--- src/rtl/bitperm_xchg.sv ---
module bitperm_xchg #(
  parameter bit OUT_REG = 1'b1
) (
  input  logic        clk,
  input  logic        rst,
  input  logic        in_valid,
  input  logic [31:0] instr,
  input  logic [31:0] src,
  output logic        out_valid,
  output logic        wr_en,
  output logic [63:0] result
);
  localparam int W  = 32;
  localparam int LW = $clog2(W);
  localparam int XW = 2 * W;
  localparam int IW = $clog2(2 * W);
  localparam int AW = $clog2(LW);

  function automatic logic [2*W-1:0] stage_f(input logic [2*W-1:0] v, input int s,
                                             input logic [LW-1:0] ap, input logic [LW-1:0] ax,
                                             input logic st);
    int t, d, hi, pick;
    logic [LW-1:0] a;
    t = LW - 1 - s;
    d = 1 << t;
    hi = W + d - 2;
    stage_f = v;
    for (int i = 0; i < 2 * W - 1; i++) begin
      if (i <= hi) begin
        pick = (t == 0) ? 1 : ((i >> (t - 1)) & 1);
        a = (pick == 1) ? ap : ax;
        if (st && s == 0 && ((i >> (t - 2)) & 1) == 0) a = ~a;
        if (a[AW'(t)]) stage_f[IW'(i)] = v[IW'(i + d)];
      end
    end
  endfunction

  logic [LW-1:0] amt_p, amt_x;
  logic          stripe;
  logic [4:0]    dst;

  assign amt_p  = instr[4:0];
  assign amt_x  = {instr[10:7], 1'b0};
  assign stripe = instr[6];
  assign dst    = instr[25:21];

  logic [2*W-1:0] stg [0:LW];
  assign stg[0] = {src, src};

  for (genvar s = 0; s < LW; s++) begin : g_stage
    assign stg[s+1] = stage_f(stg[s], s, amt_p, amt_x, stripe);
  end

  logic unused_bits;
  assign unused_bits = ^{instr[31:26], instr[20:11], instr[5], stg[LW][2*W-1:W]};

  logic [XW-1:0] res_c;
  logic          wr_c;
  assign res_c = {{W{stg[LW][W-1]}}, stg[LW][W-1:0]};
  assign wr_c  = in_valid && (dst != 5'd0);

  if (OUT_REG) begin : g_reg
    logic          v_q, w_q;
    logic [XW-1:0] r_q;
    always_ff @(posedge clk) begin
      if (rst) begin
        v_q <= 1'b0;
        w_q <= 1'b0;
        r_q <= '0;
      end else begin
        v_q <= in_valid;
        w_q <= wr_c;
        if (in_valid) r_q <= res_c;
      end
    end
    assign out_valid = v_q;
    assign wr_en     = w_q;
    assign result    = r_q;
  end else begin : g_comb
    logic unused_clk;
    assign unused_clk = clk ^ rst;
    assign out_valid  = in_valid;
    assign wr_en      = wr_c;
    assign result     = res_c;
  end
endmodule


--- config.mk ---
export PLATFORM = sky130hd
export DESIGN_NAME = bitperm_xchg
export DESIGN_NICKNAME = d
export VERILOG_FILES = /design/src/rtl/bitperm_xchg.sv
export SDC_FILE = /design/constraint.sdc
export NUM_CORES = 1
export LEC_CHECK = 0
export BUFFER_PORTS_ARGS = -buffer_cell sky130_fd_sc_hd__buf_2
export CAP_MARGIN = 20
export CORE_MARGIN = 8
export CORE_UTILIZATION = 41
export DETAILED_ROUTE_END_ITERATION = 8
export GPL_TIMING_DRIVEN = 0
export PLACE_DENSITY = 0.8
export SETUP_SLACK_MARGIN = 0.05
export SLEW_MARGIN = 20
export SYNTH_ARGS = -nofsm -noshare
export SYNTH_HDL_FRONTEND = slang
export SYNTH_SLANG_ARGS = --single-unit
--- constraint.sdc ---
create_clock -name clk -period 1.61 [get_ports clk]
set_clock_uncertainty 0.15 [all_clocks]
set_input_delay 0.2415 -clock clk [delete_from_list [all_inputs] [get_ports clk]]
set_output_delay 0.2415 -clock clk [all_outputs]
set_load 0.02 [all_outputs]
Word-level counts from Yosys, hierarchy flattened --
Cells that the tools add are included.
Cells by class: muxes and demuxes 128, reductions and logical operators 2
Operator list (count):
- 2-to-1 mux 1 bit | 128
- nonzero test 5 bit | 1
- logical AND 1 bit | 1
Word-level totals: register bits 34, input bits 67, output and inout bits 66

Logic depth before layout (Yosys ltp) --
Gate-level depths: netlist (run 1).
depth after elaboration 4, mapped depth 7, mapped depth without buffers 4

Worst setup path before layout (run 1) --
OpenSTA, ideal clock, no wires.
path kind input-to-reg, start point input port instr[3], end point register g_reg.r_q[18] (netlist: result[18]), setup time 0.122 ns, arrival time 1.372 ns, required time 1.338 ns, slack -0.033 ns, stages 6, buffers on the path 2, cell sequence buf_6 -> buf_12 -> mux2_4 -> o211ai_2 -> o221ai_2 -> a221o_1
On the way: word-level cells in the longest chain between the ends 4, elaborated cells between the ends (all ways) 11
Ends and longest elaborated chain:
- from (decl) | RTL line 7 | input logic [31:0] instr,
- 2-to-1 mux 1 bit (3 in series) | RTL line 33 | if (a[AW'(t)]) stage_f[IW'(i)] = v[IW'(i + d)];
- 2-to-1 mux 1 bit * | RTL line 33
- to (signal assigned) | RTL line 73 | if (in_valid) r_q <= res_c;
- to (decl) | RTL line 64 | logic [XW-1:0] r_q;
Mark *: on every way between the ends. The rest lies on a longest branch, timed or not. A chain may end at the register's enable or synchronous reset.

Worst setup path in the final report (run 1) --
start point input port instr[9], end point register g_reg.r_q[17] (netlist: result[17])
The elaborated chain is that of the path after synthesis.

==> results.txt, run 1 <==
Slew Limit Fails = 0
Reg2reg end = result[19]
Worst-Margin Slew = 0.5019 ns
Drt drc = 0
Max-cap viol count = 0
Worst Hold End = wr_en
Worst Path Required = 1.64 ns
Synth Net Count = 367
Setup violations, final = 0
DR vias/cell = 5.603
Ant. Diodes = 0
Global-route wire length before repair = 13.61 mm
Post-DRT Antenna Nets = 0
Power per cell area = 763.1 nW/um2
Site Rows = 28
Post-Synth Simple-Gate Area = 15.47%
Slowest Stage Delay on Critical Path = 0.37 ns
FF+latch area = 684.4 um2
Final hold violations = 0
Post-Synth XOR/XNOR Area = 0%
Status = finished clean
Period utilization = 94.56%
CTS tree = yes
Worst hold start = instr[22]
Worst Path Max Fanout = 10
CORE AREA = 5921 um2
Largest family of logic cells by synthesized area = compound AO/OA/AOI/OAI gates
Final min period = 1.522 ns
CP arrival = 1.55 ns
Startpoint types = input pin
Adder-Cell Fraction of Synth Area = 0%
GRT Resource Usage Total = 19.03%
Final wirelength = 8.846 mm
Die area = 8922 um2
WHS Path Cells = 2
Share of cells above drive strength 1 = 45.35%
Critical setup path kind = input pin to register
Top post-synthesis cells by count = dfxtp_1, mux2i_1, buf_4, o22ai_1, nor2_1
Yosys cell types = 39
Total gr overflow = 0
Footprint of the multi-input gates = 1506 um2
Sink Count = 34
Fmax = 0.6568 GHz
Top FF cell, synth = dfxtp_1
CTS Buf Count = 5
DR iter-0 viols = 229
Cell taking the most area after synthesis = dfxtp_1
Post-CTS Hold Buffers = 0
Worst-Skew Late Latency = 0.29 ns
Post-synth top area share = 26.97%
WL/cell = 17.91 um
Hold Path Class = input pin to register
Initial antenna violation count = 0
Synthesis-stage register bit count = 34
Final Util = 56.53%
Multiplexer area fraction after synthesis = 19.98%
Post-synthesis compound-gate area fraction = 22.76%
Rel. slew slack = 66.54%
Fin nets = 485
Post-Syn Area per Cell = 8.412 um2
Synth Cell Area = 2524 um2
Fill cells = 543
Starting Density = 42.62%
Clock Path Buffers = 2
R2r setup slk = 0.58 ns
Asr flop ratio synth = 0%
Warnings, synthesis = 0
Worst-path clk slew = 0.07 ns
Top post-synthesis cells by area = dfxtp_1, mux2i_1, buf_4
LEAKAGE = 1.680 nW
Htree depth = 2
Number of global-route vias before repair = 2739
Die Y-Extent = 94.46 um
EDFF count, synth = 0
Largest net degree at the start of global routing = 35
Placed cell area = 3168 um2
Crit path max-delay cell type = a221o_1
VDD IR max = 412.6 uV
DR vias = 2768
Post-Syn Instances = 300
Register area share after synthesis = 26.97%
PortBufs = 109
Crit-path cells = buf_2, buf_12, mux2i_4, o22a_1, o21ai_1, a221o_1
Design Area, Final = 3347 um2
Setup repair after global routing missed its margin = yes
Worst r2r src = result[19]
Root Buffer = clkbuf_8
DP HPWL = 7.114 mm
CP endpoint kind = register
Area grow syn2layout = 32.62%
R2r worst-path depth = 2
Routability cong. = 0.8950
IO Pins = 133
Die width = 94.46 um
Number of detailed-route iterations in the first pass = 5
## sequential cells by signal, summed over array words and instances (netlist names)
name       count
wr_en          1
out_valid      1
result        32
## area by class of cell
class                      instances  share of cell area (%)
sequential                        34                   20.45
buffer                            51                   10.99
tap                               75                   2.804
inverter                           7                  0.7850
clock buffer                       7                   2.579
timing repair buffer             111                   17.23
multi-input combinational        208                   45.01
clock inverter                     1                  0.1495
## how the worst max path moves through the flow
stage               cells after the start         end  slack [ns]       start
global placement                        6  result[17]       -0.35    instr[9]
CTS                                     2  result[50]        0.05  result[31]
global route                            5  result[16]        0.04    instr[0]
floorplan                               6  result[19]       -0.02    instr[3]
detailed placement                      6  result[17]       -0.34    instr[9]
finish                                  6  result[17]        0.09    instr[9]
## stage by stage
| step | hold slack [ns] | power [W] | setup slack, ns | setup TNS [ns] | instances |
|---|---|---|---|---|---|
| after floorplan | 0.1814 | 0.001565 | -0.01847 | -0.02056 | 300 |
| after global placement | 0.3001 | 0.001855 | -0.3546 | -4.441 | 484 |
| after detailed placement | 0.3103 | 0.001869 | -0.3446 | -4.577 | 484 |
| after CTS | 0.01769 | 0.002525 | 0.04994 | 0 | 492 |
| after global routing | 0.02906 | 0.002667 | 0.04446 | 0 | 494 |
| final | 0.01138 | 0.002554 | 0.08758 | 0 | 494 |
## layout by cell type, fill, tap and decap left out, types with 4 or more instances in the layout
cell      synthesis  final
a211oi_1          4      4
a21oi_1           4      4
a221o_1           5      5
and3_1            7      7
buf_2             6    115
buf_4            33     32
clkbuf_1          8      7
clkbuf_2          1      4
clkbuf_8          0      6
dfxtp_1          34     33
inv_1             7      7
mux2_2           12     12
mux2i_1          34     30
nand2_1          12     12
nand2b_1         10     10
nand3_1          16     16
nor2_1           25     25
o21ai_0           8      6
o221ai_1         16     16
o22ai_1          33     33
## power breakdown
part | switching (W) | internal [W] | total, W
Combinational | 0.000558 | 0.000389 | 0.000947
Sequential | 0.0000327 | 0.000910 | 0.000942
Clock | 0.000320 | 0.000345 | 0.000665
## cell families (layout without fill, tap and decap cells)
logic type      Yosys count  in the layout
flops                    34             34
compound gates           79             79
mux                      48             48
simple gates             81             81
buf+inv                  58            177
## repair_timing
action	4_1_cts	5_1_grt
setup buffers	0	2
pin swaps	0	0
setup endpoints to repair	39	47
gates resized for setup	4	14
## metal layers
| metal | vias up | wire length [um] | global-route usage [%] |
|---|---|---|---|
| li1 | 1341 | - | - |
| met1 | 1239 | 3850 | 24.14 |
| met2 | 172 | 3887 | 31.11 |
| met3 | 16 | 953 | 4.365 |
| met4 | 0 | 154 | 6.112 |
| met5 | - | 0 | 0 |
## critical path, delay by kind of cell
family / cells / cell delay, ns
AOI/OAI and AO/OA: 3 / 0.67
muxes: 1 / 0.28
buffers and inverters: 2 / 0.35
Power figures use the tool's default switching activity.
==> inputs of run 2 (changes only) <==
--- a/config.mk
+++ b/config.mk
@@ -11,6 +11,7 @@
 export CORE_UTILIZATION = 41
 export DETAILED_ROUTE_END_ITERATION = 8
 export GPL_TIMING_DRIVEN = 0
+export HOLD_SLACK_MARGIN = 0.02
 export PLACE_DENSITY = 0.8
 export SETUP_SLACK_MARGIN = 0.05
 export SLEW_MARGIN = 20
==> results.txt, run 2 (same netlist as run 1, synthesis figures left out) <==
Number of global-route vias before repair = 2746
Routability cong. = 0.8950
Clock Path Buffers = 2
DR vias = 2754
Worst Path Max Fanout = 10
Fill cells = 541
R2r worst-path depth = 2
Reg2reg end = result[19]
Worst-path clk slew = 0.07 ns
WL/cell = 17.85 um
Most common cell after layout, fill and taps aside = buf_2
Setup repair after global routing missed its margin = yes
CTS tree = yes
VDD IR max = 411.0 uV
Worst-Margin Slew = 0.5084 ns
PortBufs = 109
Max-cap viol count = 0
Site Rows = 28
Starting Density = 42.62%
Max FFs per register = 32
Switching share of power = 35.52%
Worst hold start = instr[25]
Die width = 94.46 um
Fin nets = 486
Final setup TNS = 0 ns
DR vias/cell = 5.564
Most frequent cells in the layout = buf_2, o22ai_1, dfxtp_1
CTS Buf Count = 5
Root Buffer = clkbuf_8
Die area = 8922 um2
Area grow syn2layout = 33.02%
Initial antenna violation count = 0
Rel. slew slack = 66.10%
Global-route wire length before repair = 13.64 mm
Worst-Skew Late Latency = 0.29 ns
Net Sw Power = 0.0009062 W
DP HPWL = 7.114 mm
Ant. Diodes = 0
R2r setup slk = 0.58 ns
Power per cell area = 760.0 nW/um2
Status = finished clean
Startpoint types = input pin
Slew Limit Fails = 0
Sequential power share = 36.9%
GRT Resource Usage Total = 19.07%
Part of the power in combinational logic = 37.2%
Sink Count = 34
Worst Hold End = wr_en
CP arrival = 1.55 ns
DR iter-0 viols = 182
IO Pins = 133
Final hold violations = 0
Worst Path Required = 1.64 ns
CORE AREA = 5921 um2
Drt drc = 0
WHS Path Cells = 3
Htree depth = 2
Period utilization = 94.08%
Fmax = 0.6602 GHz
Final wirelength = 8.836 mm
Worst r2r src = result[19]
Internal power = 0.001645 W
Share of cells above drive strength 1 = 45.24%
Number of detailed-route iterations in the first pass = 6
Clock power share = 25.9%
Final min period = 1.515 ns
Post-DRT Antenna Nets = 0
LEAKAGE = 1.684 nW
Hold Path Class = input pin to register
CP endpoint kind = register
Largest net degree at the start of global routing = 35
Critical setup path kind = input pin to register
Die Y-Extent = 94.46 um
Total gr overflow = 0
Setup violations, final = 0
Hold_ws = 0.08235 ns
## run 2: cell count changes in the layout (fill, tap and decap cells not counted)
| cell | delta |
|---|---|
| dlygate4sd3_1 | +1 |
## run 2: cell type report
class / instances / area [um2] / share of cell area [%]
plain buffers: 51 / 367.9 / 10.96
clock buffers: 7 / 86.33 / 2.572
clock inverters: 1 / 5.005 / 0.1491
inverters: 7 / 26.28 / 0.7827
multi-input cells: 208 / 1506 / 44.87
flip-flops and latches: 34 / 684.4 / 20.39
well taps: 75 / 93.84 / 2.795
repair buffers: 112 / 586.8 / 17.48
## run 2: how the worst max path moves through the flow
| stage | startpoint | endpoint | slack [ns] | cells past startpoint |
|---|---|---|---|---|
| global placement | instr[9] | result[17] | -0.35 | 6 |
| CTS | result[31] | result[50] | 0.05 | 2 |
| detailed placement | instr[9] | result[17] | -0.34 | 6 |
| global route | instr[0] | result[16] | 0.04 | 5 |
| finish | instr[9] | result[17] | 0.1 | 6 |
| floorplan | instr[3] | result[19] | -0.02 | 6 |
## run 2: routing by layer
layer,global-route usage (%),wire (um),up-vias,share of wire [%]
met5,0,0,-,0
met4,6.112,116,0,1.3
met3,4.365,877,8,9.9
met2,31.17,3934,136,45
met1,24.19,3907,1266,44
li1,-,-,1344,-
## run 2: repair_timing
action	in CTS	in global routing
hold buffers	1	0
setup endpoints to repair	39	47
endpoints found under the hold margin	1	0
setup buffers	0	2
resized for setup	4	14
## run 2: worst max-delay path: stages
cell and delay, ns:
buf_2 0.17, buf_12 0.18, mux2i_4 0.28, o22a_1 0.18, o21ai_1 0.12, a221o_1 0.37
## run 2: metrics by stage
step | worst slack [ns] | cell area [um2] | power (W) | utilization (%) | std cells
after floorplan | -0.01847 | 2529 | 0.001565 | - | 300
after global placement | -0.3546 | 3168 | 0.001855 | 53.51 | 484
after detailed placement | -0.3446 | 3168 | 0.001869 | 53.51 | 484
after CTS | 0.04994 | 3288 | 0.002526 | 55.54 | 493
after global routing | 0.04446 | 3357 | 0.002669 | 56.70 | 495
final | 0.09531 | 3357 | 0.002551 | 56.70 | 495
## run 2: power by group through the flow
stage          combinational (W)  sequential, W  clock (W)
5_1_grt                  0.00102       0.000950   0.000699
2_1_floorplan           0.000511        0.00105          0
3_3_place_gp            0.000886       0.000969          0
4_1_cts                 0.000907       0.000952   0.000667
3_5_place_dp            0.000897       0.000972          0
6_report                0.000948       0.000942   0.000661
